File: src/rtl/uart_rx_pkg.sv
package uart_rx_pkg;
  // strobes from bit-recovery control to the datapath
  typedef struct packed {
    logic shiftEn;   // capture bitVal as next data bit
    logic parEn;     // capture bitVal as received parity bit
    logic frameDone; // bitVal is the stop bit, frame complete
    logic bitVal;    // sampled line value
  } rxStrobe_t;
endpackage

File: src/rtl/uart_rx_ctrl.sv
module uart_rx_ctrl
  import uart_rx_pkg::*;
#(
  parameter int OVS       = 16,
  parameter int DATA_BITS = 8
) (
  input  logic      clk,
  input  logic      rstN,
  input  logic      sampleTick,
  input  logic      rxLine,
  input  logic      rxEnable,
  input  logic      parityEnable,
  output rxStrobe_t strobe
);
  localparam int TW   = $clog2(OVS);
  localparam int BW   = $clog2(DATA_BITS);
  localparam int HALF = OVS / 2;

  typedef enum logic [2:0] {IDLE, START, DATA, PARITY, STOP, WAITHIGH} rxState_t;

  rxState_t state;
  logic [1:0] syncQ;
  logic rxS;
  logic [TW-1:0] tickCnt;
  logic [BW-1:0] bitIdx;
  logic atEnd;

  assign rxS   = syncQ[1];
  assign atEnd = (tickCnt == TW'(OVS - 1));

  always_ff @(posedge clk or negedge rstN) begin
    if (!rstN) syncQ <= 2'b11;
    else       syncQ <= {syncQ[0], rxLine};
  end

  always_ff @(posedge clk or negedge rstN) begin
    if (!rstN) begin
      state   <= IDLE;
      tickCnt <= '0;
      bitIdx  <= '0;
      strobe  <= '0;
    end else begin
      strobe <= '0;
      strobe.bitVal <= rxS;
      if (!rxEnable) begin
        state   <= IDLE;
        tickCnt <= '0;
        bitIdx  <= '0;
      end else if (sampleTick) begin
        unique case (state)
          IDLE: begin
            tickCnt <= '0;
            if (!rxS) state <= START;
          end
          START: begin
            if (tickCnt == TW'(HALF - 1)) begin
              tickCnt <= '0;
              bitIdx  <= '0;
              state   <= rxS ? IDLE : DATA;
            end else tickCnt <= tickCnt + 1'b1;
          end
          DATA: begin
            tickCnt <= tickCnt + 1'b1;
            if (atEnd) begin
              strobe.shiftEn <= 1'b1;
              if (bitIdx == BW'(DATA_BITS - 1)) begin
                bitIdx <= '0;
                state  <= parityEnable ? PARITY : STOP;
              end else bitIdx <= bitIdx + 1'b1;
            end
          end
          PARITY: begin
            tickCnt <= tickCnt + 1'b1;
            if (atEnd) begin
              strobe.parEn <= 1'b1;
              state <= STOP;
            end
          end
          STOP: begin
            tickCnt <= tickCnt + 1'b1;
            if (atEnd) begin
              strobe.frameDone <= 1'b1;
              state <= rxS ? IDLE : WAITHIGH;
            end
          end
          WAITHIGH: if (rxS) state <= IDLE;
          default: state <= IDLE;
        endcase
      end
    end
  end
endmodule

File: src/rtl/uart_rx_data.sv
module uart_rx_data
  import uart_rx_pkg::*;
#(
  parameter int DATA_BITS = 8,
  parameter int DEPTH     = 2
) (
  input  logic                 clk,
  input  logic                 rstN,
  input  rxStrobe_t            strobe,
  input  logic                 rxEnable,
  input  logic                 parityEnable,
  input  logic                 parityOdd,
  input  logic                 dataRead,
  output logic [DATA_BITS-1:0] headData,
  output logic                 headFe,
  output logic                 headPe,
  output logic                 notEmpty,
  output logic                 overrunQ
);
  localparam int CW = $clog2(DEPTH + 1);

  typedef struct packed {
    logic [DATA_BITS-1:0] data;
    logic fe;
    logic pe;
  } entry_t;

  logic [DATA_BITS-1:0] shiftReg;
  logic parRecv;
  entry_t entries [DEPTH];
  entry_t newEntry;
  logic [CW-1:0] count, wrIdx;
  logic pop, push, full, setOvr;

  assign full   = (count == CW'(DEPTH));
  assign pop    = dataRead && (count != '0);
  assign push   = strobe.frameDone && !overrunQ && (!full || pop);
  assign setOvr = strobe.frameDone && full && !pop;
  assign wrIdx  = count - CW'(pop);

  assign newEntry.data = shiftReg;
  assign newEntry.fe   = !strobe.bitVal;
  assign newEntry.pe   = parityEnable && ((^shiftReg ^ parRecv) != parityOdd);

  always_ff @(posedge clk or negedge rstN) begin
    if (!rstN) begin
      shiftReg <= '0;
      parRecv  <= 1'b0;
    end else begin
      if (strobe.shiftEn) shiftReg <= {strobe.bitVal, shiftReg[DATA_BITS-1:1]};
      if (strobe.parEn)   parRecv  <= strobe.bitVal;
    end
  end

  always_ff @(posedge clk or negedge rstN) begin
    if (!rstN) begin
      count    <= '0;
      overrunQ <= 1'b0;
      for (int i = 0; i < DEPTH; i++) entries[i] <= '0;
    end else if (!rxEnable) begin
      count    <= '0;
      overrunQ <= 1'b0;
    end else begin
      if (pop)
        for (int i = 0; i < DEPTH - 1; i++) entries[i] <= entries[i+1];
      for (int i = 0; i < DEPTH; i++)
        if (push && wrIdx == CW'(i)) entries[i] <= newEntry;
      count <= count - CW'(pop) + CW'(push);
      if (pop)         overrunQ <= 1'b0;
      else if (setOvr) overrunQ <= 1'b1;
    end
  end

  assign headData = entries[0].data;
  assign headFe   = entries[0].fe;
  assign headPe   = entries[0].pe;
  assign notEmpty = (count != '0);
endmodule

File: src/rtl/uart_rx_buf.sv
module uart_rx_buf
  import uart_rx_pkg::*;
#(
  parameter int OVS       = 16,
  parameter int DATA_BITS = 8,
  parameter int DEPTH     = 2
) (
  input  logic                 clk,
  input  logic                 rstN,
  input  logic                 sampleTick,
  input  logic                 rxLine,
  input  logic                 rxEnable,
  input  logic                 parityEnable,
  input  logic                 parityOdd,
  input  logic                 irqEnable,
  input  logic                 dataRead,
  output logic [DATA_BITS-1:0] rxData,
  output logic                 frameErr,
  output logic                 parityErr,
  output logic                 overrun,
  output logic                 rxComplete,
  output logic                 irq
);
  rxStrobe_t strobe;

  uart_rx_ctrl #(.OVS(OVS), .DATA_BITS(DATA_BITS)) u_ctrl (
    .clk(clk), .rstN(rstN), .sampleTick(sampleTick), .rxLine(rxLine),
    .rxEnable(rxEnable), .parityEnable(parityEnable), .strobe(strobe)
  );

  uart_rx_data #(.DATA_BITS(DATA_BITS), .DEPTH(DEPTH)) u_data (
    .clk(clk), .rstN(rstN), .strobe(strobe), .rxEnable(rxEnable),
    .parityEnable(parityEnable), .parityOdd(parityOdd), .dataRead(dataRead),
    .headData(rxData), .headFe(frameErr), .headPe(parityErr),
    .notEmpty(rxComplete), .overrunQ(overrun)
  );

  assign irq = rxComplete && irqEnable;
endmodule

File: config.mk
export PLATFORM = sky130hd
export DESIGN_NAME = uart_rx_buf
export DESIGN_NICKNAME = d
export VERILOG_FILES = /design/src/rtl/uart_rx_pkg.sv /design/src/rtl/uart_rx_ctrl.sv /design/src/rtl/uart_rx_data.sv /design/src/rtl/uart_rx_buf.sv
export SDC_FILE = /design/constraint.sdc
export NUM_CORES = 1
export LEC_CHECK = 0
export ABC_AREA = 1
export BUFFER_PORTS_ARGS = -buffer_cell sky130_fd_sc_hd__buf_2
export CAP_MARGIN = 20
export CORE_MARGIN = 3
export CORE_UTILIZATION = 25
export CTS_BUF_LIST = sky130_fd_sc_hd__clkbuf_16
export CTS_CLUSTER_SIZE = 8
export DETAILED_ROUTE_END_ITERATION = 12
export GPL_TIMING_DRIVEN = 0
export PLACE_DENSITY = 0.44
export SLEW_MARGIN = 10
export SYNTH_ARGS = -nofsm -noshare
export SYNTH_HDL_FRONTEND = slang
export SYNTH_SLANG_ARGS = --single-unit
File: constraint.sdc
create_clock -name clk -period 4.5 [get_ports clk]
set_clock_uncertainty 0.1 [all_clocks]
set_input_delay 0.9 -clock clk [delete_from_list [all_inputs] [get_ports clk]]
set_output_delay 0.9 -clock clk [all_outputs]
set_load 0.03 [all_outputs]
==> results of run 1 <==
-- power by group --
part	leakage, nW	switching [mW]	internal, mW
clock	0.0716	0.159	0.205
combinational	0.689	0.114	0.0505
sequential	0.659	0.0144	0.448
total	1.42	0.288	0.704
-- worst min path at each step --
stage                    startpoint         endpoint  slack [ns]
finish              u_ctrl.syncQ[0]  u_ctrl.syncQ[1]        0.26
detailed placement  u_ctrl.syncQ[0]  u_ctrl.syncQ[1]        0.25
global route        u_ctrl.syncQ[0]  u_ctrl.syncQ[1]        0.26
CTS                 u_ctrl.syncQ[0]  u_ctrl.syncQ[1]        0.26
global placement    u_ctrl.syncQ[0]  u_ctrl.syncQ[1]        0.25
floorplan           u_ctrl.syncQ[0]  u_ctrl.syncQ[1]        0.25
-- area by class of cell --
type	instances	area, µm²
Fill cell	1023	6470
Clock inverter	3	17.5
Timing Repair Buffer	22	125
Tap cell	129	161
Inverter	33	124
Sequential cell	48	1200
Buffer	15	101
Multi-Input combinational cell	210	1000
Clock buffer	5	125
-- registers in the layout, summed over array words and instances (netlist names), 2 cells and up --
name,flops
u_ctrl.bitIdx,3
u_ctrl.state,3
u_ctrl.strobe,4
u_ctrl.syncQ,2
u_ctrl.tickCnt,4
u_data.count,2
u_data.entries,10
u_data.headData,8
u_data.shiftReg,8
-- worst register-to-register path, stage by stage (launching register included) --
cell and delay [ns]:
dfrtp_1 0.43, inv_2 0.08, nand2_1 0.06, nand2_1 0.07
inv_2 0.05, ha_1 0.20, nand2_1 0.08, nand2_2 0.09
nor3_4 0.24, inv_2 0.13, buf_6 0.17, nand2_1 0.05
o21ai_1 0.07, nand2_1 0.06, nand2_1 0.04
-- metal layers --
layer,GRT usage,share of wire,routed length (µm),vias up
met5,0,0,0,-
met4,0.0253,0.0080,40,0
met3,0.0210,0.034,172,5
met2,0.165,0.45,2240,33
met1,0.131,0.51,2550,897
li1,-,-,-,1032
-- kinds of logic after synthesis --
logic type | Yosys count | synth area share
AO/OA/AOI/OAI | 52 | 0.117
flip-flops | 48 | 0.495
XOR/XNOR | 4 | 0.0144
AND/OR/NAND/NOR | 149 | 0.255
adder cells (fa/ha/maj) | 5 | 0.0257
buffers and inverters | 48 | 0.0926
-- Yosys cell counts --
cell,number
o21ai_1,25
inv_1,21
clkbuf_1,1
or2_0,1
a31oi_1,3
nand4_1,1
inv_2,12
o2111ai_1,1
xnor2_1,2
nand3b_1,4
o21ai_2,1
o21a_1,2
o21ai_0,10
buf_6,1
dfstp_2,2
a21oi_1,6
nand3_1,17
o22ai_1,1
buf_4,9
dfrtp_1,46
nor2_1,14
nand2_2,1
nor3_4,1
nand2_1,108
a211oi_1,2
buf_1,1
xor2_1,2
ha_1,5
or2_1,1
o31ai_1,1
nor2_2,1
buf_2,3
-- through the flow --
| stage | instances | area (µm²) |
|---|---|---|
| finish | 465 | 2860 |
| global route | 465 | 2860 |
| CTS | 465 | 2860 |
| detailed placement | 457 | 2720 |
| global placement | 456 | 2700 |
| floorplan | 306 | 2430 |
==> results.toml, run 1 <==
[clock_tree]
clock-sinks = 48
clkTransAtPathRegs_ns = 0.06
root_buffer = "clkbuf_16"
cts_hold_buf = 0
post_cts_buffers = 0
htree_num_levels = 2
cts.repair.resized = 0
clk_path_buf_depth = 2
cts_tree = "done"
cts_buffers = 5
clk_latency_ns = 0.29

[setup_path]
reg2reg_depth = 14
max_stage_delay_ns = 0.18
crit_cells = 3
critPathMaxFanout = 1
cp_slowest_cell = "buf_2"
cp-end-kind = "primary output"
critPathCapture = "irq"
worst-path-buf-inv = 2
critPathTopFamily = "buffers and inverters"
worst_path_most_repeated_cell = "buf_2"
r2r-start = "u_data.count[1]"
cp_cell_sequence = "buf_2 > o21a_1 > buf_2"
reg2reg_slack_ns = 2.47
startpoint = "irqEnable"
critPathLaunchType = "primary input"
crit_type = "primary input to primary output"
reg2reg_to = "u_data.headData[7]"
cp.required_ns = 3.50
crit_arrival_ns = 1.26

[pwr]
power_mw = 0.992
p_leak_nw = 1.42
peakVddDrop_v = 0.000151
p_per_area_mw_per_mm2 = 347

[grt]
grt_pass1_wl_um = 9040
grt_use_total = 0.0992
grt_max_degree = 27
grt_pass1_vias = 1943
grt_antenna_before_repair = 0
overflow = 0

[final_layout]
drive_gt1_frac = 0.179
finalNetCount = 349
final_cell_mix = "108 x nand2_1, 46 x dfrtp_1, 25 x o21ai_1"
insertedDiodeCount = 0
syn_to_final_growth_pct = 17.6
utilization = 0.307
final_common_cell = "nand2_1"

[synth]
syn_area_mm2 = 0.00243
yosys.area.top_type_share = 0.473
ys_ff_latch = 48
ys_warn_count = 0
synth-seq-area-share = 0.495
avgSynthCellArea_um2 = 7.95
synth_area_leader_cell = "dfrtp_1"
ys_top_cells_by_area = "dfrtp_1 47%, nand2_1 17%, o21ai_1 5.1%"
synthCells = 306
ys_types = 32
synth_fp_nets = 320

[floorplan]
rows = 35
coreArea_mm2 = 0.00933
ios = 22
die_h_um = 105
fp.dieW_um = 105
start_util = 0.261
dieArea_mm2 = 0.0109

[place]
port_buffers = 21
gp_congestion = 0.787
place_ws_ns = 2.00
dp_hpwl_um = 3820

[timing]
fin_hold_ws_ns = 0.255
setup_violations = 0
slew_headroom = 0.631
slew_violations = 0
rsz0062_at_grt = "false"
fmax_mhz = 443
worstMarginPinSlew_ns = 0.553
setup-tns-final_ns = 0
min_period_ns = 2.26
setup_ws_ns = 2.24
hold_viol = 0
post-route-period-util = 0.502

[outcome]
outcome = "complete, no violations"

[detailed_routing]
drt-wirelength-per-cell_um = 10.8
vias = 1967
drc = 0
ant_nets = 0
wl_um = 5000
drtIter0Drc = 75
dr.pass1.iters = 4
via_per_inst = 4.23

[min_path]
hold_depth = 0
hold_path_class = "flip-flop to flip-flop"

[run]
drv_cap = 0
No activity file was read; power rests on OpenSTA's default activity.
==> run 2: changes to the inputs <==
ABC_AREA = 0   (was 1)
PLACE_DENSITY = 0.45   (was 0.44)
clock period = 1.85 ns   (was 4.5 ns; I/O delays follow)
==> run 2 against run 1 <==
Net effect:
- the run now ends with negative setup slack left
- via count decreased by 13%
- routed wire length shrank 1.4%
- critical path depth grew 5
- critical endpoint is now u_data.headData[4]
- largest cell class is now multi-input combinational cells
- largest power group unchanged
==> results.toml, run 2 <==
[setup_path]
crit_arrival_ns = 2.30
critPathCapture = "u_data.headData[4]"
crit_cells = 8
cp-end-kind = "flip-flop"
r2r-start = "u_data.count[1]"
crit_type = "flip-flop to flip-flop"
reg2reg_depth = 8
max_stage_delay_ns = 0.41
worst_path_most_repeated_cell = "or2_4"
critPathLaunchType = "flip-flop"
worst-path-buf-inv = 1
reg2reg_slack_ns = -0.38
critPathMaxFanout = 5
critPathTopFamily = "simple AND/OR/NAND/NOR gates"
cp_cell_sequence = "or2_4 > and2_4 > ha_4 > or2_4 > a211oi_4 > buf_6 > mux2i_2 > o21ai_1"
cp_slowest_cell = "dfrtp_2"
cp.required_ns = 1.92
reg2reg_to = "u_data.headData[4]"
startpoint = "u_data.count[1]"

[final_layout]
insertedDiodeCount = 0
finalNetCount = 282
largest_reg_flops = 10
final_cell_mix = "45 x dfrtp_1, 21 x buf_2, 19 x nand2_1"
multi_input_area_mm2 = 0.00121
syn_to_final_growth_pct = 26.7
final_common_cell = "dfrtp_1"
drive_gt1_frac = 0.372
seqCellArea_mm2 = 0.00120
largest-register = "u_data.entries"
fill_cells = 990
utilization = 0.335

[synth]
synth-edff-count = 0
synth.most_common_cell = "dfrtp_1"
synth_area_leader_cell = "dfrtp_1"
avgSynthCellArea_um2 = 11.0
synth_fp_nets = 241
synth-seq-area-share = 0.481
syn_area_mm2 = 0.00250
yosys_most_used_dff = "dfrtp_1"
ys_ff_latch = 48
synthCells = 227
ys_top_cells_by_area = "dfrtp_1 46%, mux2_2 5.4%, mux2i_1 3.6%"
yosys.area.top_type_share = 0.460
ys_warn_count = 0
synth_common_cells = "46 x dfrtp_1, 19 x nand2_1, 12 x mux2_2, 12 x o21ai_1, 11 x a21oi_1"
ys_types = 51
postSynth.asyncResetShare = 1.00

[detailed_routing]
vias = 1704
dr.pass1.iters = 4
via_per_inst = 4.28
wl_um = 4930
drtIter0Drc = 56
ant_nets = 0
drt-wirelength-per-cell_um = 12.4
drc = 0

[timing]
worstMarginPinSlew_ns = 0.452
min_period_ns = 2.23
rsz0062_at_grt = "true"
slew_violations = 0
fin_hold_ws_ns = 0.0817
setup_ws_ns = -0.376
setup-tns-final_ns = -6.28
slew_headroom = 0.698
post-route-period-util = 1.20
hold_viol = 0
fmax_mhz = 449
setup_violations = 21

[grt]
overflow = 0
grt_use_total = 0.0944
grt_pass1_vias = 1744
grt_antenna_before_repair = 0
grt_pass1_wl_um = 8680
grt_max_degree = 32

[floorplan]
coreArea_mm2 = 0.00946
fp.dieW_um = 106
ios = 22
die_h_um = 106
start_util = 0.264
dieArea_mm2 = 0.0112
rows = 35

[pwr]
p_per_area_mw_per_mm2 = 848
p_leak_nw = 1.48
peakVddDrop_v = 0.000423
power_mw = 2.69

[min_path]
hold_path_class = "primary input to flip-flop"

[outcome]
outcome = "complete, but fails checks"
violations = "negative setup slack"

[place]
place_ws_ns = -0.461
gp_congestion = 0.715
port_buffers = 21
dp_hpwl_um = 3420

[clock_tree]
cts_buffers = 5
clkTransAtPathRegs_ns = 0.07
cts_tree = "done"
root_buffer = "clkbuf_16"
clk_path_buf_depth = 2
clock-sinks = 48
htree_num_levels = 2
clk_latency_ns = 0.28

[run]
drv_cap = 0
run 2: cell types whose count changed in the layout (fill, tap and decap cells not counted), moves of 8 or more:
cell | previous run | this run
inv_1 | 21 | 9
nand3_1 | 17 | 6
o21ai_1 | 25 | 12
inv_2 | 12 | 1
mux2_2 | 0 | 12
buf_4 | 9 | 17
nand2_1 | 108 | 19
run 2: layer usage:
layer  up-vias  wire length (µm)  GRT usage
met5         -                 0          0
met3         4               115     0.0164
met4         0                39     0.0278
li1        868                 -          -
met2        20              2370      0.161
met1       812              2410      0.123
run 2: cell type report:
class | count | area share
inverters | 10 | 0.0118
clock inverters | 3 | 0.0146
flip-flops and latches | 48 | 0.380
repair buffers | 34 | 0.0742
multi-input cells | 152 | 0.381
plain buffers | 17 | 0.0474
clock buffers | 5 | 0.0395
well taps | 129 | 0.0509
run 2: logic make-up (layout without fill, tap and decap cells):
group	count (synthesis)	in the layout	share of synthesized area
AOI/OAI and AO/OA	47	47	0.118
and+or+nand+nor	62	62	0.134
muxes	27	27	0.126
adders and majority gates	6	6	0.0290
xor gates and xnor gates	10	10	0.0405
buffers and inverters	27	69	0.0711
DFF	48	48	0.481
run 2: worst min-delay path by stage:
| stage | startpoint | endpoint | depth (start not counted) |
|---|---|---|---|
| final | rxLine | u_ctrl.syncQ[0] | 1 |
| after global placement | u_ctrl.syncQ[0] | u_ctrl.syncQ[1] | 0 |
| after floorplan | rstN | u_ctrl.bitIdx[0] | 0 |
| after global routing | rxLine | u_ctrl.syncQ[0] | 1 |
| after CTS | rxLine | u_ctrl.syncQ[0] | 1 |
| after detailed placement | rstN | u_data.headPe | 1 |
run 2: per-stage QoR:
step	std cells	area [µm²]
detailed placement	378	2810
global route	398	3170
CTS	395	3110
floorplan	227	2520
finish	398	3170
global placement	377	2790
run 2: power breakdown:
part	internal [mW]	switching [mW]	total (mW)
combinational	0.225	0.289	0.514
clock	0.643	0.403	1.05
sequential	1.09	0.0333	1.13
total	1.96	0.726	2.69
run 2: repair_timing:
action	CTS	global route
pin swaps	6	6
gates cloned	1	0
setup endpoints to repair	22	26
hold buffers	1	0
hold endpoints to repair	17	0
buffers inserted	7	3
resized for setup	13	10
run 2: worst register-to-register path, delay by kind of cell (launching register included):
kind                       cells  cell delay, ns
and+or+nand+nor                3            0.62
AOI/OAI and AO/OA              2            0.41
DFF                            1            0.41
muxes                          1            0.24
buffers and inverters          1            0.20
adders and majority gates      1            0.16
==> run 3: changes to the inputs <==
RECOVER_POWER = 50   (was not set)
==> run 3 against run 2 <==
Net effect:
- the run still ends with negative setup slack left
- sequential cell count did not move
- maximum frequency about the same
- largest power group unchanged
- count of clock-buffer cells in the layout unchanged
- first-iteration DRC count stayed put
==> results.toml, run 3 (synthesis gave the netlist of run 2 again) <==
[outcome]
violations = "negative setup slack"
outcome = "complete, but fails checks"

[setup_path]
crit_arrival_ns = 2.30
critPathMaxFanout = 5
crit_type = "flip-flop to flip-flop"
worst_path_most_repeated_cell = "or2_4"
reg2reg_slack_ns = -0.38
max_stage_delay_ns = 0.41
cp.required_ns = 1.92
critPathLaunchType = "flip-flop"
cp_slowest_cell = "dfrtp_2"
cp-end-kind = "flip-flop"
cp_cell_sequence = "or2_4 > and2_4 > ha_4 > or2_4 > a211oi_4 > buf_6 > mux2i_2 > o21ai_1"

[clock_tree]
clock-sinks = 48
cts_tree = "done"
htree_num_levels = 2
clk_path_buf_depth = 2
cts_buffers = 5
clk_latency_ns = 0.28
root_buffer = "clkbuf_16"
clkTransAtPathRegs_ns = 0.07

[floorplan]
ios = 22
coreArea_mm2 = 0.00946
start_util = 0.264
die_h_um = 106
fp.dieW_um = 106
rows = 35
dieArea_mm2 = 0.0112

[timing]
setup_violations = 21
slew_headroom = 0.327
fmax_mhz = 449
worstMarginPinSlew_ns = 1.01
post-route-period-util = 1.20
min_period_ns = 2.23
rsz0062_at_grt = "true"
slew_violations = 0
setup_ws_ns = -0.376
hold_viol = 0
fin_hold_ws_ns = 0.0818

[detailed_routing]
drc = 0
vias = 1715
dr.pass1.iters = 4
drtIter0Drc = 56
route.met3.wl_um = 129
drt-wirelength-per-cell_um = 12.4
highest_layer = "met4"
wl_met2_um = 2380
via_per_inst = 4.31
ant_nets = 0
wl_um = 4920
wl_met1_um = 2370

[place]
dp_hpwl_um = 3420
port_buffers = 21
gp_congestion = 0.715

[grt]
grt_use_total = 0.0944
overflow = 0
grt_max_degree = 32
grt_pass1_wl_um = 8680
grt_pass1_vias = 1744
grt_antenna_before_repair = 0

[pwr]
power_mw = 2.68
peakVddDrop_v = 0.000423
p_per_area_mw_per_mm2 = 849
p_leak_nw = 1.48

[final_layout]
final_cell_mix = "45 x dfrtp_1, 20 x buf_2, 19 x nand2_1"
largest_reg_flops = 10
drive_gt1_frac = 0.364
insertedDiodeCount = 0
largest-register = "u_data.entries"
syn_to_final_growth_pct = 26.5
final_common_cell = "dfrtp_1"
finalNetCount = 282

[min_path]
hold_path_class = "primary input to flip-flop"

[run]
drv_cap = 0
run 3: changes by cell type in the layout (fill, tap and decap cells not counted):
cell	previous run	this run
buf_2	21	20
buf_8	1	2
dfstp_1	0	1
dfstp_2	2	1
clkbuf_1	1	2
buf_12	1	0
run 3: through the flow:
step	std cells	instance area (µm²)	utilization	TNS [ns]	setup slack [ns]
CTS	395	3110	0.329	-6.99	-0.437
global route	398	3160	0.334	-9.26	-0.461
finish	398	3160	0.334	-6.27	-0.376
detailed placement	378	2810	0.297	-7.55	-0.461
global placement	377	2790	0.295	-7.67	-0.476
floorplan	227	2520	-	-5.80	-0.339
run 3: final cells by class:
class / instances / area (µm²)
plain buffers: 17 / 150
clock buffers: 5 / 125
clock inverters: 3 / 46.3
fillers: 992 / 6300
inverters: 10 / 37.5
multi-input cells: 152 / 1210
flip-flops and latches: 48 / 1200
well taps: 129 / 161
repair buffers: 34 / 229
run 3: repair_timing:
action                                  4_1_cts  5_1_grt
resized for setup                            13       10
hold buffers                                  1        0
pin swaps                                     6        6
hold endpoints to repair                     17        0
cloned                                        1        0
endpoints found under the setup margin       22       26
setup buffers                                 7        3
run 3: path summary, 6_finish.rpt:
check / startpoint / to / cells past startpoint
max in group asynchronous: rstN / u_ctrl.syncQ[0] / 3
min reg2reg: u_ctrl.syncQ[0] / u_ctrl.syncQ[1] / 0
min: rxLine / u_ctrl.syncQ[0] / 1
min in group asynchronous: rstN / u_data.headData[5] / 2
max reg2reg: u_data.count[1] / u_data.headData[4] / 8
max: u_data.count[1] / u_data.headData[4] / 8
run 3: power breakdown:
group / switching (mW) / internal [mW] / leakage [nW]
Sequential: 0.0332 / 1.09 / 0.653
Clock: 0.403 / 0.643 / 0.0804
Combinational: 0.289 / 0.224 / 0.743
run 3: critical path: cells and delay by family (launching register included):
family	cells	cell delay [ns]
compound gates	2	0.41
fa+ha+maj	1	0.16
buf+inv	1	0.20
flops	1	0.41
mux	1	0.23
simple gates	3	0.62
run 3: routing by layer:
metal | vias to the layer above | GRT usage
met1 | 818 | 0.123
met3 | 4 | 0.0164
met4 | 0 | 0.0278
li1 | 869 | -
met2 | 24 | 0.161
met5 | - | 0
